**src/rtl/phase_disc_pkg.sv**
```systemverilog
package phase_disc_pkg;
  localparam int unsigned PH_W    = 18;
  localparam int unsigned MAX_LAG = 8;
  localparam int unsigned FOLD_W  = 2;
endpackage

```
**src/rtl/disc_fold.sv**
```systemverilog
module disc_fold #(
  parameter int unsigned W  = 18,
  parameter int unsigned SW = 2
) (
  input  logic [W-1:0]  phase_i,
  input  logic [SW-1:0] fold_i,
  output logic [W-1:0]  folded_o
);
  // Left shift into a W-bit result: upper bits drop, giving modulo 2^W / 2^fold
  always_comb begin
    folded_o = phase_i << fold_i;
  end
endmodule

```
**src/rtl/disc_lag_line.sv**
```systemverilog
module disc_lag_line #(
  parameter int unsigned W     = 18,
  parameter int unsigned DEPTH = 8,
  localparam int unsigned LW   = $clog2(DEPTH),
  localparam int unsigned CW   = $clog2(DEPTH + 1)
) (
  input  logic          clk,
  input  logic          rst_n,
  input  logic          push_i,
  input  logic [W-1:0]  din_i,
  input  logic [LW-1:0] lag_i,
  output logic [W-1:0]  tap_o,
  output logic          primed_o
);
  logic [W-1:0]  stage_q [DEPTH];
  logic [W-1:0]  stage_d [DEPTH];
  logic [CW-1:0] fill_q, fill_d;

  // stage 0 holds the previous accepted sample, stage k the one k+1 back
  genvar gi;
  generate
    for (gi = 0; gi < DEPTH; gi++) begin : g_stage
      if (gi == 0) begin : g_head
        always_comb stage_d[gi] = push_i ? din_i : stage_q[gi];
      end else begin : g_body
        always_comb stage_d[gi] = push_i ? stage_q[gi-1] : stage_q[gi];
      end
      always_ff @(posedge clk) begin
        stage_q[gi] <= stage_d[gi];
      end
    end
  endgenerate

  always_comb begin
    fill_d = fill_q;
    if (push_i && (fill_q != CW'(DEPTH))) fill_d = fill_q + CW'(1);
  end

  always_ff @(posedge clk or negedge rst_n) begin
    if (!rst_n) fill_q <= '0;
    else        fill_q <= fill_d;
  end

  assign tap_o    = stage_q[lag_i];
  assign primed_o = fill_q > CW'(lag_i);

  a_r6_fill_frozen: assert property (@(posedge clk) disable iff (!rst_n)
    !push_i |=> $stable(fill_q));
  a_r6_head_load: assert property (@(posedge clk) disable iff (!rst_n)
    push_i |=> (stage_q[0] == $past(din_i)));
  a_r7_fill_cap: assert property (@(posedge clk) disable iff (!rst_n)
    fill_q <= CW'(DEPTH));
endmodule

```
**src/rtl/disc_sub.sv**
```systemverilog
module disc_sub #(
  parameter int unsigned W = 18
) (
  input  logic [W-1:0] cur_i,
  input  logic [W-1:0] old_i,
  output logic [W-1:0] diff_o
);
  // modulo-2^W difference: read as signed, it is the short way round
  always_comb begin
    diff_o = cur_i - old_i;
  end
endmodule

```
**src/rtl/phase_disc.sv**
```systemverilog
module phase_disc
  import phase_disc_pkg::*;
#(
  parameter int unsigned W     = PH_W,
  parameter int unsigned DEPTH = MAX_LAG,
  parameter int unsigned SW    = FOLD_W,
  localparam int unsigned LW   = $clog2(DEPTH)
) (
  input  logic          clk,
  input  logic          rst_n,
  input  logic          in_valid,
  input  logic [W-1:0]  in_phase,
  input  logic [SW-1:0] cfg_shift,
  input  logic [LW-1:0] cfg_delay,
  input  logic          cfg_out_sel,
  input  logic          cfg_strobe_en,
  output logic          out_valid,
  output logic [W-1:0]  out_data
);
  logic [1:0]   rst_sync_q;
  logic         srst_n;
  logic [W-1:0] folded, tap, diff;
  logic         primed, deriv_sel;
  logic         valid_d;
  logic [W-1:0] data_d;

  // asynchronous assert, synchronous release
  always_ff @(posedge clk or negedge rst_n) begin
    if (!rst_n) rst_sync_q <= 2'b00;
    else        rst_sync_q <= {rst_sync_q[0], 1'b1};
  end
  assign srst_n = rst_sync_q[1];

  disc_fold #(.W(W), .SW(SW)) u_fold (
    .phase_i (in_phase),
    .fold_i  (cfg_shift),
    .folded_o(folded)
  );

  disc_lag_line #(.W(W), .DEPTH(DEPTH)) u_lag (
    .clk     (clk),
    .rst_n   (srst_n),
    .push_i  (in_valid),
    .din_i   (folded),
    .lag_i   (cfg_delay),
    .tap_o   (tap),
    .primed_o(primed)
  );

  disc_sub #(.W(W)) u_sub (
    .cur_i (folded),
    .old_i (tap),
    .diff_o(diff)
  );

  assign deriv_sel = cfg_out_sel | cfg_strobe_en;

  always_comb begin
    valid_d = in_valid && (!deriv_sel || primed);
    data_d  = out_data;
    if (valid_d) data_d = deriv_sel ? diff : folded;
  end

  always_ff @(posedge clk or negedge srst_n) begin
    if (!srst_n) begin
      out_valid <= 1'b0;
      out_data  <= '0;
    end else begin
      out_valid <= valid_d;
      out_data  <= data_d;
    end
  end

  a_r3_valid_needs_input: assert property (@(posedge clk) disable iff (!srst_n)
    out_valid |-> $past(in_valid));
  a_r7_unprimed_blocked: assert property (@(posedge clk) disable iff (!srst_n)
    (in_valid && deriv_sel && !primed) |=> !out_valid);
  a_r9_hold_when_idle: assert property (@(posedge clk) disable iff (!srst_n)
    !out_valid |-> $stable(out_data));
  a_r8_strobe_diff: assert property (@(posedge clk) disable iff (!srst_n)
    (in_valid && cfg_strobe_en && primed) |=> (out_data == $past(diff)));
endmodule

```
**config.mk**
```make
export PLATFORM = sky130hd
export DESIGN_NAME = phase_disc
export DESIGN_NICKNAME = d
export VERILOG_FILES = /design/src/rtl/phase_disc_pkg.sv /design/src/rtl/disc_fold.sv /design/src/rtl/disc_lag_line.sv /design/src/rtl/disc_sub.sv /design/src/rtl/phase_disc.sv
export SDC_FILE = /design/constraint.sdc
export NUM_CORES = 1
export LEC_CHECK = 0
export BUFFER_PORTS_ARGS = -buffer_cell sky130_fd_sc_hd__buf_4
export CAP_MARGIN = 20
export CORE_UTILIZATION = 60
export DETAILED_ROUTE_END_ITERATION = 8
export GPL_ROUTABILITY_DRIVEN = 1
export PLACE_DENSITY = 0.82
export SLEW_MARGIN = 30
export SYNTH_ARGS = -nofsm -noshare
export SYNTH_HDL_FRONTEND = slang
export SYNTH_SLANG_ARGS = --single-unit
```
**constraint.sdc**
```tcl
create_clock -name clk -period 1.2 [get_ports clk]
set_clock_uncertainty 0.1 [all_clocks]
set_input_delay 0.18 -clock clk [delete_from_list [all_inputs] [get_ports clk]]
set_output_delay 0.18 -clock clk [all_outputs]
set_load 0.01 [all_outputs]
```
### Yosys cells after proc, flatten, opt, wreduce, memory -nomap -nowiden

Memory sizes are Yosys's and may differ from the RTL's.
Cells that the tools add are included.

* order comparisons: 1
* eq/ne operators: 2
* reductions and logical operators: 4
* mux-type cells: 9
* bitwise logic cells: 1
* shifts and indexed selects: 1
* add/sub/neg operators: 2

Operators with widths (number)
* $mux 18: 9
* $shl 18x2->18: 1
* $sub 18x18->18: 1
* $add 4x1->4 const B: 1
* $gt 4x3->1: 1
* $ne 4x4->1 const B: 1
* $logic_and 1x1->1: 2
* $logic_not 1->1: 1
* $logic_or 1x1->1: 1
* $ne 1x1->1 const B: 1
* $or 1x1->1: 1

* memories: 1
* output and inout port bits: 19
* bits in writable memories: 144
* logic and storage cells: 25
* bits in registers: 25
* input port bits: 28

Memory list
* u_lag.stage_q: words 8, width 18, read ports 8, clocked after memory_dff 0, wr ports 8, RTL line disc_lag_line.sv:15 `logic [W-1:0] stage_q [DEPTH];`

### Logic depth before layout (Yosys ltp)

* word-level depth: 4
* mapped depth: 13
* mapped depth without buffers: 12

### Hierarchy

A second synthesis with hierarchy kept.

* cell total of the unflattened synthesis: 511
* area total of the unflattened synthesis: 8137.8 sq um

By module, submodules not included
* disc_lag_line: area each 5731.7 sq um, cells an instance 273, times used 1, seq. area each 4424.2 sq um
* phase_disc: area each 1022.2 sq um, cells an instance 63, times used 1, seq. area each 525.5 sq um
* disc_sub: area each 989.7 sq um, cells an instance 135, times used 1, seq. area each 0.0 sq um
* disc_fold: area each 394.1 sq um, cells an instance 40, times used 1, seq. area each 0.0 sq um

### Worst setup path after synthesis

OpenSTA, ideal clock, no wires.

* kind: input to register
* start: input port cfg_delay[0]
* end: register out_data[16]
* buffers on the path: 2
* setup time: 0.066 ns
* cell stages on the path: 12
* data required time: 1.034 ns
* arrival time: 2.929 ns
* setup slack: -1.896 ns
* cells stage by stage: buf_6 -> buf_2 -> mux4_2 -> mux2i_1 -> ha_1 -> a21o_1 -> a21o_1 -> a21o_1 -> a221o_1 -> a31oi_1 -> mux2_2 -> nand2_1

* word-level cells in the longest chain between the ends: 3
* elaborated cells on any way between the ends: 6
* classes of those cells: add/sub: 1; order compare: 1; mux: 1; reduce/logical: 2; memory: 1

RTL lines
* start: declaration: RTL line phase_disc.sv:14 `input logic [LW-1:0] cfg_delay,`
* $mem_v2 8x18 or $gt 4x3->1 (tied branches)
* $sub 18x18->18 or $logic_or 1x1->1 (tied branches): RTL line disc_sub.sv:10, phase_disc.sv:59
* $mux 18 or $logic_and 1x1->1 (tied branches): RTL line phase_disc.sv:61, phase_disc.sv:59
* end signal: assignment: RTL line phase_disc.sv:70 `out_data <= data_d;`
* end: declaration: RTL line phase_disc.sv:18 `output logic [W-1:0] out_data`

Several ways; a longest one is shown, not always the timed one.
A chain may end at the register's enable or synchronous reset.

==> results.json <==
{
  "overflow": 0,
  "start_util_pct": 61.9,
  "worst_ep_required_time_ns": 1.48,
  "setup_viol": 42,
  "vias_per_cell": 6.82,
  "rsz0062_at_grt": "yes",
  "worstSetupEndpointType": "register",
  "num_vias": 6373,
  "period_share_pct": 299,
  "violations": "setup timing",
  "outcome": "complete, but fails checks",
  "holdPathEnd": "out_valid$_DFF_PN0_",
  "dr.first_iter.drc_count": 1000,
  "clk_path_buf_depth": 2,
  "seqPwrFrac_pct": 36.5,
  "dr_wl_met3_mm": 2.98,
  "antenna_found_initial": 0,
  "die-area_mm2": 0.0136,
  "seq_area_frac_synth_pct": 62.9,
  "drv_cap": 0,
  "drive_above_1_share_pct": 53.5,
  "die_w_um": 117,
  "post-route-drc-count": 0,
  "port_buffers": 46,
  "synth_edf_count": 144,
  "maxSlewViolCount": 0,
  "first_pass_iters": 5,
  "finalHoldViolCount": 0,
  "wl_met1_mm": 9.03,
  "cts_tree": "built",
  "syn_to_final_growth_pct": 43.5,
  "core_mm2": 0.0127,
  "clock-sinks": 169,
  "slew_headroom_pct": 49.0,
  "io_pins": 47,
  "yosys_register_bits": 169,
  "timing.final.crit_period_ns": 3.59,
  "min-delay-start": "in_valid",
  "hold_slack_ns": 0.0833,
  "peakVddDrop_mv": 1.35,
  "fin_nets": 800,
  "grt_max_degree": 62,
  "ys.flop_type": "edfxtp_1",
  "root_buffer": "clkbuf_16",
  "arrival_ns": 3.87,
  "yosysUniqueCellTypes": 52,
  "clk_latency_ns": 0.46,
  "grt_use_total_pct": 40.2,
  "setup_ws_ns": -2.39,
  "leakage_nw": 4.53,
  "async_flop_share_pct": 14.8,
  "p_comb_share_pct": 34.4,
  "gp_congestion": 0.929,
  "p_sw_mw": 6.76,
  "fmax_mhz": 279,
  "post_dp_cell_area_mm2": 0.00972,
  "clk_pin_slew_ns": 0.08,
  "fin_area_mm2": 0.0113,
  "syn_inst": 503,
  "h-tree-depth": 4,
  "top_layer_used": "met4",
  "p_clk_share_pct": 29.1,
  "syn_area_per_cell_um2": 15.6,
  "r2r_slack_ns": -2.39,
  "grt_pass1_vias": 6352,
  "pwr_density_cell_mw_per_mm2": 1910,
  "place_hpwl_mm": 13.2,
  "worstPathMaxFanout": 2,
  "min_path_type": "input pin to register",
  "ys_warn_count": 0,
  "insertedDiodeCount": 0,
  "internal-power_mw": 14.8,
  "antenna_left": 0,
  "reg2regPathDepth": 12,
  "std_cell_rows": 41,
  "routed-wl-met2_mm": 13.6,
  "n_fill_cell": 462,
  "wire_per_inst_um": 29.6,
  "seq_area_mm2": 0.00495,
  "crit_type": "register to register",
  "cts_buffers": 17,
  "synth_nets": 554,
  "tightest_slew_ns": 0.766,
  "swShare_pct": 31.3,
  "whs_path_depth": 4,
  "rr_endpoint": "out_data[10]$_DFFE_PN0P_",
  "grt_first_pass_wirelength_mm": 37.6,
  "reg2reg_from": "u_lag.stage_q[5][1]$_DFFE_PP_",
  "startpoint_type": "register",
  "fp.dieH_um": 117,
  "syn_area_mm2": 0.00787,
  "drt-total-wl_mm": 27.6,
  "multi_input_area_mm2": 0.00324
}
power by group through the flow:
stage	registers (mW)	logic (mW)	clock network, mW
finish	7.86	7.42	6.28
global route	7.87	7.71	6.50
CTS	7.74	6.12	6.17
detailed placement	7.76	4.88	0
global placement	7.70	4.65	0
floorplan	7.77	2.38	0
layout by cell type, fill, tap and decap left out, drive strengths merged, types with 3 or more instances in the layout:
master    Yosys  final
o21ai        14     14
nand2        31     31
edfxtp      144    144
dfrtp        25     25
and3          3      3
o211ai        5      5
inv          10     13
clkinv        0      3
a21oi        23     23
or3           4      4
a211oi        5      5
nor2b        11     11
clkbuf       11     18
xnor2         7      7
nor2         25     25
a31oi        13     13
a21o          9      9
ha           22     22
bufinv        0      5
buf          13    249
mux2i        29     29
nor3          7      7
xor2          4      4
and4          4      4
o21a          4      4
nand2b        4      4
mux4         43     43
nand3         9      9
clkinvlp      0      3
mux2          3      3
Yosys cell counts, types with 3 or more instances:
cell	count	area (um^2)
ha_1	22	275
o21ai_1	5	25.0
nand2_1	31	116
and4_1	3	26.3
o21a_1	4	30.0
and3_1	3	18.8
o21ai_0	8	40.0
clkbuf_1	11	41.3
buf_2	10	50.1
inv_1	9	33.8
nor2_1	25	93.8
nor2b_1	11	68.8
o211ai_1	5	37.5
a211oi_1	5	37.5
mux2i_1	28	280
or3_1	4	25.0
dfrtp_1	25	626
nand3_1	9	45.0
nor3_1	7	35.0
xor2_1	4	35.0
mux2_2	3	33.8
a21o_1	9	67.6
edfxtp_1	144	4320
nand2b_1	4	25.0
a21oi_1	21	105
xnor2_1	7	61.3
mux4_2	43	968
a31oi_1	13	81.3
critical path, stage by stage (launching register included):
cell and delay (ns):
edfxtp_1 0.45, mux4_2 0.56, nand2_2 0.11, and2_4 0.17
inv_4 0.04, fa_2 0.44, nor2b_4 0.23, o21a_4 0.22
o21ai_4 0.09, a211oi_4 0.45, nor3_2 0.08, or3b_1 0.40
a31oi_1 0.18
final cells by class:
class                      instances  share of cell area, %
tap                              172                   1.91
clock inverter                    14                   1.93
clock buffer                      18                   3.89
multi-input combinational        300                   28.7
sequential                       169                   43.9
timing repair buffer             251                   19.4
inverter                          10                  0.399
per-stage QoR:
stage          utilization (%)  setup slack (ns)  TNS (ns)  total power [mW]  instances
2_1_floorplan                -             -1.66    -24.55              10.2        503
3_5_place_dp              76.4             -1.96    -44.72              12.6        858
3_3_place_gp              76.4             -1.95    -39.18              12.4        858
6_report                  88.8             -2.39    -36.96              21.6        934
5_1_grt                   88.8             -2.43    -38.33              22.1        934
4_1_cts                   86.1             -1.80    -30.59              20.0        923
sequential cells by signal, indices dropped and copies added (netlist names):
signal         flops
rst_sync_q         2
u_lag.fill_q       4
out_valid          1
u_lag.stage_q    144
out_data          18
kinds of logic after synthesis:
group / after synthesis / synth area share [%]
xor gates and xnor gates: 11 / 1.22
adders and majority gates: 23 / 3.75
other: 1 / 0.0476
buffers and inverters: 34 / 1.88
muxes: 75 / 16.6
and+or+nand+nor: 110 / 7.09
AOI/OAI and AO/OA: 80 / 6.55
DFF: 169 / 62.9
worst max-delay path by stage:
stage,startpoint,endpoint,slack (ns),cells past startpoint
finish,u_lag.stage_q[5][1]$_DFFE_PP_,out_data[10]$_DFFE_PN0P_,-2.39,12
global route,u_lag.stage_q[6][1]$_DFFE_PP_,out_data[10]$_DFFE_PN0P_,-2.43,12
detailed placement,cfg_delay[0],out_data[16]$_DFFE_PN0P_,-1.96,12
global placement,cfg_delay[0],out_data[16]$_DFFE_PN0P_,-1.95,12
floorplan,cfg_delay[0],out_data[16]$_DFFE_PN0P_,-1.66,12
CTS,u_lag.stage_q[2][0]$_DFFE_PP_,out_data[10]$_DFFE_PN0P_,-1.80,12
metal layers:
layer	vias up	GRT usage, %
met5	-	0
met4	0	24.6
met3	177	12.2
met2	585	66.9
met1	3123	45.8
li1	2488	-
repair_timing:
| action | 4_1_cts | 5_1_grt |
|---|---|---|
| pin swaps | 40 | 42 |
| hold endpoints to repair | 2 | 0 |
| gates resized for setup | 75 | 55 |
| setup buffers | 34 | 18 |
| hold buffers | 2 | 0 |
| setup endpoints to repair | 43 | 42 |
No activity file was read; power rests on OpenSTA's default activity.
